**config.mk**
```make
export PLATFORM = sky130hd
export DESIGN_NAME = desc_stage_fifo
export DESIGN_NICKNAME = d
export VERILOG_FILES = /design/src/rtl/dsf_pkg.sv /design/src/rtl/dsf_stage.sv /design/src/rtl/dsf_occ_fsm.sv /design/src/rtl/dsf_queue.sv /design/src/rtl/desc_stage_fifo.sv
export SDC_FILE = /design/constraint.sdc
export NUM_CORES = 2
export LEC_CHECK = 0
export CAP_MARGIN = 20
export CORE_MARGIN = 10
export CORE_UTILIZATION = 35
export CTS_CLUSTER_SIZE = 16
export DETAILED_ROUTE_END_ITERATION = 7
export REMOVE_ABC_BUFFERS = 1
export SLEW_MARGIN = 15
export SYNTH_ARGS = -nofsm -noshare
export SYNTH_HDL_FRONTEND = slang
export SYNTH_HIERARCHICAL = 1
export SYNTH_SLANG_ARGS = --single-unit
export TNS_END_PERCENT = 20
```
**constraint.sdc**
```tcl
create_clock -name clk -period 21.5 [get_ports clk]
set_input_delay 2.15 -clock clk [delete_from_list [all_inputs] [get_ports clk]]
set_output_delay 2.15 -clock clk [all_outputs]
set_load 0.01 [all_outputs]
```
**src/rtl/dsf_pkg.sv**
```systemverilog
`timescale 1ns/1ps
package dsf_pkg;
    localparam int WORD_W     = 32;
    localparam int N_WORDS    = 8;
    localparam int IDX_W      = $clog2(N_WORDS);
    localparam int CTL_IDX    = N_WORDS - 1;
    localparam int COMMIT_BIT = WORD_W - 1;
    localparam int DESC_W     = WORD_W * N_WORDS;
    localparam int LEVEL_W    = 16;

    typedef enum logic [1:0] {
        OCC_EMPTY = 2'd0,
        OCC_PART  = 2'd1,
        OCC_FULL  = 2'd2
    } occ_t;
endpackage

```
**src/rtl/dsf_stage.sv**
```systemverilog
`timescale 1ns/1ps
module dsf_stage
    import dsf_pkg::*;
(
    input  logic              clk,
    input  logic              rst,
    input  logic              wr,
    input  logic [IDX_W-1:0]  idx,
    input  logic [WORD_W-1:0] data,
    output logic              commit,
    output logic [DESC_W-1:0] entry
);
    logic [WORD_W-1:0] stg [N_WORDS-1];

    for (genvar g = 0; g < N_WORDS - 1; g++) begin : g_word
        always_ff @(posedge clk) begin
            if (rst) begin
                stg[g] <= '0;
            end else if (wr && (idx == IDX_W'(g))) begin
                stg[g] <= data;
            end
        end
        assign entry[g*WORD_W +: WORD_W] = stg[g];
    end

    // control word travels live from the bus into the entry
    assign entry[DESC_W-1 -: WORD_W] = data;
    assign commit = wr && (idx == IDX_W'(CTL_IDX)) && data[COMMIT_BIT];
endmodule

```
**src/rtl/dsf_occ_fsm.sv**
```systemverilog
`timescale 1ns/1ps
module dsf_occ_fsm
    import dsf_pkg::*;
#(
    parameter int DEPTH = 8,
    localparam int CNT_W = $clog2(DEPTH + 1)
) (
    input  logic             clk,
    input  logic             rst,
    input  logic             push_req,
    input  logic             pop_req,
    output logic             push_ok,
    output logic             pop_ok,
    output logic             full,
    output logic             empty,
    output logic             overflow,
    output logic [CNT_W-1:0] count
);
    occ_t state, state_nx;

    always_ff @(posedge clk) begin
        if (rst) state <= OCC_EMPTY;
        else     state <= state_nx;
    end

    always_comb begin
        state_nx = state;
        unique case (state)
            OCC_EMPTY: if (push_ok) state_nx = OCC_PART;
            OCC_PART: begin
                if (push_ok && !pop_ok && count == CNT_W'(DEPTH - 1))
                    state_nx = OCC_FULL;
                else if (pop_ok && !push_ok && count == CNT_W'(1))
                    state_nx = OCC_EMPTY;
            end
            OCC_FULL:  if (pop_ok) state_nx = OCC_PART;
            default:   state_nx = OCC_EMPTY;
        endcase
    end

    always_comb begin
        empty   = (state == OCC_EMPTY);
        full    = (state == OCC_FULL);
        push_ok = push_req && !full;
        pop_ok  = pop_req && !empty;
    end

    always_ff @(posedge clk) begin
        if (rst) begin
            count    <= '0;
            overflow <= 1'b0;
        end else begin
            if (push_ok && !pop_ok)      count <= count + CNT_W'(1);
            else if (pop_ok && !push_ok) count <= count - CNT_W'(1);
            if (push_req && full)        overflow <= 1'b1;
        end
    end
endmodule

```
**src/rtl/dsf_queue.sv**
```systemverilog
`timescale 1ns/1ps
module dsf_queue #(
    parameter int DEPTH  = 8,
    parameter int DATA_W = 256,
    localparam int PTR_W = (DEPTH > 1) ? $clog2(DEPTH) : 1
) (
    input  logic              clk,
    input  logic              rst,
    input  logic              push,
    input  logic              pop,
    input  logic [DATA_W-1:0] wdata,
    output logic [DATA_W-1:0] rdata
);
    logic [DATA_W-1:0] mem [DEPTH];
    logic [PTR_W-1:0]  wptr, rptr;

    function automatic logic [PTR_W-1:0] nxt(input logic [PTR_W-1:0] p);
        return (p == PTR_W'(DEPTH - 1)) ? '0 : p + PTR_W'(1);
    endfunction

    always_ff @(posedge clk) begin
        if (push) mem[wptr] <= wdata;
    end

    always_ff @(posedge clk) begin
        if (rst) begin
            wptr <= '0;
            rptr <= '0;
        end else begin
            if (push) wptr <= nxt(wptr);
            if (pop)  rptr <= nxt(rptr);
        end
    end

    assign rdata = mem[rptr];
endmodule

```
**src/rtl/desc_stage_fifo.sv**
```systemverilog
`timescale 1ns/1ps
module desc_stage_fifo
    import dsf_pkg::*;
#(
    parameter int DEPTH = 8
) (
    input  logic               clk,
    input  logic               rst,
    input  logic               host_wr,
    input  logic [IDX_W-1:0]   host_idx,
    input  logic [WORD_W-1:0]  host_data,
    output logic               desc_valid,
    input  logic               desc_ready,
    output logic [DESC_W-1:0]  desc_data,
    output logic               buf_full,
    output logic               buf_empty,
    output logic [LEVEL_W-1:0] fill_level,
    output logic               commit_overflow
);
    localparam int CNT_W = $clog2(DEPTH + 1);

    logic              commit, push_ok, pop_ok;
    logic [DESC_W-1:0] entry;
    logic [CNT_W-1:0]  count;

    dsf_stage u_stage (
        .clk(clk), .rst(rst), .wr(host_wr), .idx(host_idx), .data(host_data),
        .commit(commit), .entry(entry)
    );

    dsf_occ_fsm #(.DEPTH(DEPTH)) u_occ (
        .clk(clk), .rst(rst), .push_req(commit), .pop_req(desc_ready),
        .push_ok(push_ok), .pop_ok(pop_ok), .full(buf_full), .empty(buf_empty),
        .overflow(commit_overflow), .count(count)
    );

    dsf_queue #(.DEPTH(DEPTH), .DATA_W(DESC_W)) u_queue (
        .clk(clk), .rst(rst), .push(push_ok), .pop(pop_ok),
        .wdata(entry), .rdata(desc_data)
    );

    assign desc_valid = !buf_empty;
    assign fill_level = LEVEL_W'(count);
endmodule

```
==> results.sh <==
export IMPL_status="finished, final reports clean"
export IMPL_crit_type="reg2out"
export IMPL_dieHeight_um=517
export IMPL_cpPeakStageDelay_ns=1.01
export IMPL_synthesis_instances=3664
export IMPL_crit_buf_inv=4
export IMPL_cts_max_level=4
export IMPL_ys_warn_count=6
export IMPL_ios=315
export IMPL_critPathLaunchType="flip-flop"
export IMPL_cts_sinks=2288
export IMPL_relSlewSlack_pct=24.6
export IMPL_final_layout_size_suffix_gt1_share_pct=28.4
export IMPL_die_w_um=517
export IMPL_clk_path_buf_depth=3
export IMPL_cts_clk_slew_worst_paths_ns=0.06
export IMPL_grt_pass1_wl_mm=294
export IMPL_grt_pass1_vias=40499
export IMPL_grt_overflow_total=0
export IMPL_drt_total_wl_mm=205
export IMPL_initial_utilization_pct=35.2
export IMPL_r2r_start="u_occ/state[0]"
export IMPL_vias_per_cell=5.19
export IMPL_core_rowCount=182
export IMPL_min_from="u_queue/wptr[0]"
export IMPL_place_congestion=0.701
export IMPL_synth_top_area_share_pct=78.8
export IMPL_combPwrFrac_pct=1.6
export IMPL_hold_buffers=0
export IMPL_place_area_um2=93000
export IMPL_p_per_area_nw_per_um2=90.2
export IMPL_finalSetupViolations=0
export IMPL_grt_max_degree=118
export IMPL_cap_violations=0
export IMPL_timing_fmax_ghz=0.126
export IMPL_area_delta_synth_final_pct=16.1
export IMPL_clock_skew_ns=0.0453
export IMPL_hold_class="reg2reg"
export IMPL_arrival_ns=5.80
export IMPL_nNetsFinal=4105
export IMPL_hpwl_mm=112
export IMPL_timing_critical_path_mode_cell="buf_12"
export IMPL_p_int_mw=7.24
export IMPL_core_area_um2=246000
export IMPL_drv_slew=0
export IMPL_syn_area_per_cell_um2=23.6
export IMPL_drt_first_pass_iters=5
export IMPL_port_buffers=302
export IMPL_dr_total_vias=38824
export IMPL_power_frac_seq_pct=55.3
export IMPL_worstMarginPinSlew_ns=1.13
export IMPL_critical_path_top_delay_family="buffers and inverters"
export IMPL_ant_nets=0
export IMPL_ys_seq_area_share_pct=79.2
export IMPL_initialDrtViolationCount=4068
export IMPL_p_leak_nw=30.3
export IMPL_cts_tree="yes"
export IMPL_die_area_um2=268000
export IMPL_critPathRequiredTime_ns=19.35
export IMPL_ys_seq_elements=2288
export IMPL_insertion_delay_ns=0.86
export IMPL_syn_area_um2=86500
export IMPL_synth_area_leader_cell="edfxtp_1"
export IMPL_hold_viol_final=0
export IMPL_fin_area_um2=100000
export IMPL_ctsResizeCount=0
export IMPL_numCtsBuffers=227
export IMPL_clkPwrFrac_pct=43.1
export IMPL_path_max_fanout=108
export IMPL_antenna_found_initial=16
export IMPL_rsz0062_at_grt="false"
export IMPL_peakVddDrop_v=0.0000813
export IMPL_post_route_period_util_pct=37.0
export IMPL_drc=0
export IMPL_p_sw_share_pct=20.1
export IMPL_layout_min_cycle_time_ns=7.95
export IMPL_synth_cell_types=38
export IMPL_p_switching_mw=1.82
export IMPL_track_usage_pct=15.1
export IMPL_critPathSlowestCell="dfxtp_4"
export IMPL_endpoint_kind="primary output"
export IMPL_wl_per_cell_um=27.5
export IMPL_cts_root_buf="clkbuf_16"
export IMPL_crit_chain="buf_12 > buf_12 > buf_4 > mux4_2 > mux2_2 > clkdlybuf4s50_1"
export IMPL_cts_setup_buffers=0
export IMPL_synthTopCellsByArea="edfxtp_1 (79%), mux4_2 (13%), mux2_2 (3.3%), nor2_1 (1.0%), buf_6 (0.73%)"
export IMPL_utilization_pct=40.9
-- state kept, by name, summed over array words and instances (netlist names), named ones only --
name            count
u_queue/rptr        3
u_queue/wptr        3
u_occ/overflow      1
u_stage/stg       224
u_queue/mem      2048
u_occ/state         2
u_occ/count         4
-- cells by family after synthesis --
kind of cell | after synthesis | share of synthesized area (%)
simple gates | 333 | 1.98
buf+inv | 238 | 1.77
xor+xnor | 2 | 0.0202
compound gates | 18 | 0.140
other cells | 1 | 0.00433
flops | 2288 | 79.2
mux | 775 | 16.7
fa+ha+maj | 9 | 0.130
-- power groups by stage --
| stage | logic (mW) | clock network (mW) | registers [mW] |
|---|---|---|---|
| after floorplan | 0.0758 | 0 | 5.09 |
| after global placement | 0.146 | 0 | 5.10 |
| after detailed placement | 0.147 | 0 | 5.11 |
| after CTS | 0.147 | 4.01 | 5.01 |
| after global routing | 0.152 | 4.19 | 5.02 |
| final | 0.143 | 3.91 | 5.01 |
-- cell usage in the layout, fill, tap and decap left out, types with 6 or more instances in the layout --
master / n
clkinv_1: 56
clkinvlp_4: 8
buf_12: 8
clkinv_2: 42
nand4b_1: 32
nor2_4: 6
mux4_2: 512
clkbuf_1: 38
nand2b_1: 8
buf_4: 75
bufinv_16: 21
clkbuf_16: 229
clkdlybuf4s50_1: 299
mux2i_1: 6
nor2_1: 235
o21bai_4: 7
inv_1: 6
conb_1: 12
clkbuf_8: 12
ha_1: 9
nand4bb_1: 32
inv_6: 7
edfxtp_1: 2272
dfxtp_1: 13
mux2_2: 256
-- metrics by stage --
step | power [mW] | worst slack [ns] | TNS, ns | hold WS, ns | std cells
final | 9.06 | 13.55 | 0 | 0.529 | 7475
after global routing | 9.36 | 12.99 | 0 | 0.558 | 7474
after CTS | 9.17 | 13.21 | 0 | 0.529 | 7469
after detailed placement | 5.25 | 12.94 | 0 | 0.518 | 7046
after global placement | 5.25 | 13.02 | 0 | 0.490 | 7045
after floorplan | 5.17 | -2.77 | -788.61 | 0.469 | 3443
-- metal layers --
layer / vias up / share of wire, % / track usage [%]
li1: 16107 / - / -
met1: 21121 / 43 / 21.1
met2: 1324 / 48 / 24.0
met3: 266 / 7.4 / 3.39
met4: 6 / 2.0 / 3.48
met5: - / 0.018 / 0
-- Yosys cell counts --
cell	number
a211oi_1	2
a21oi_1	5
a21oi_2	1
a311o_1	1
and4b_1	1
buf_1	39
buf_2	33
buf_4	48
buf_6	56
clkbuf_1	56
conb_1	1
dfxtp_1	16
edfxtp_1	2272
ha_1	9
inv_1	6
mux2_1	1
mux2_2	256
mux2i_1	6
mux4_2	512
nand2_1	5
nand2b_1	10
nand3_1	1
nand3b_1	1
nand4_1	1
nand4b_1	32
nand4bb_1	32
nor2_1	241
nor2b_1	2
nor3_1	2
o21ai_0	1
o21ai_1	1
o21bai_1	7
or2_1	1
or3_1	1
or3b_2	2
or4_1	1
xnor2_1	1
xor2_1	1
-- cell type report --
class | count | area (um2)
Antenna cell | 4 | 10.0
Clock buffer | 279 | 6040
Clock inverter | 144 | 1360
Fill cell | 21270 | 145000
Inverter | 6 | 22.5
Multi-Input combinational cell | 1149 | 16700
Sequential cell | 2288 | 68600
Tap cell | 3220 | 4030
Timing Repair Buffer | 385 | 3800
-- worst reg2reg max path: cells and delay by family, from the launching register on --
kind,cells,cell delay [ns]
buffers and inverters,5,3.38
AND/OR/NAND/NOR,4,1.44
flip-flops,1,0.41
-- final timing paths --
path / to / slack, ns / cells after the start
min reg2reg: u_queue/wptr[0] / 0.53 / 2
max: desc_data[85] / 13.55 / 6
min: u_queue/wptr[0] / 0.53 / 2
max reg2reg: u_queue/mem[4][99] / 15.86 / 9
Note: power is estimated with default switching activity, not from simulation.
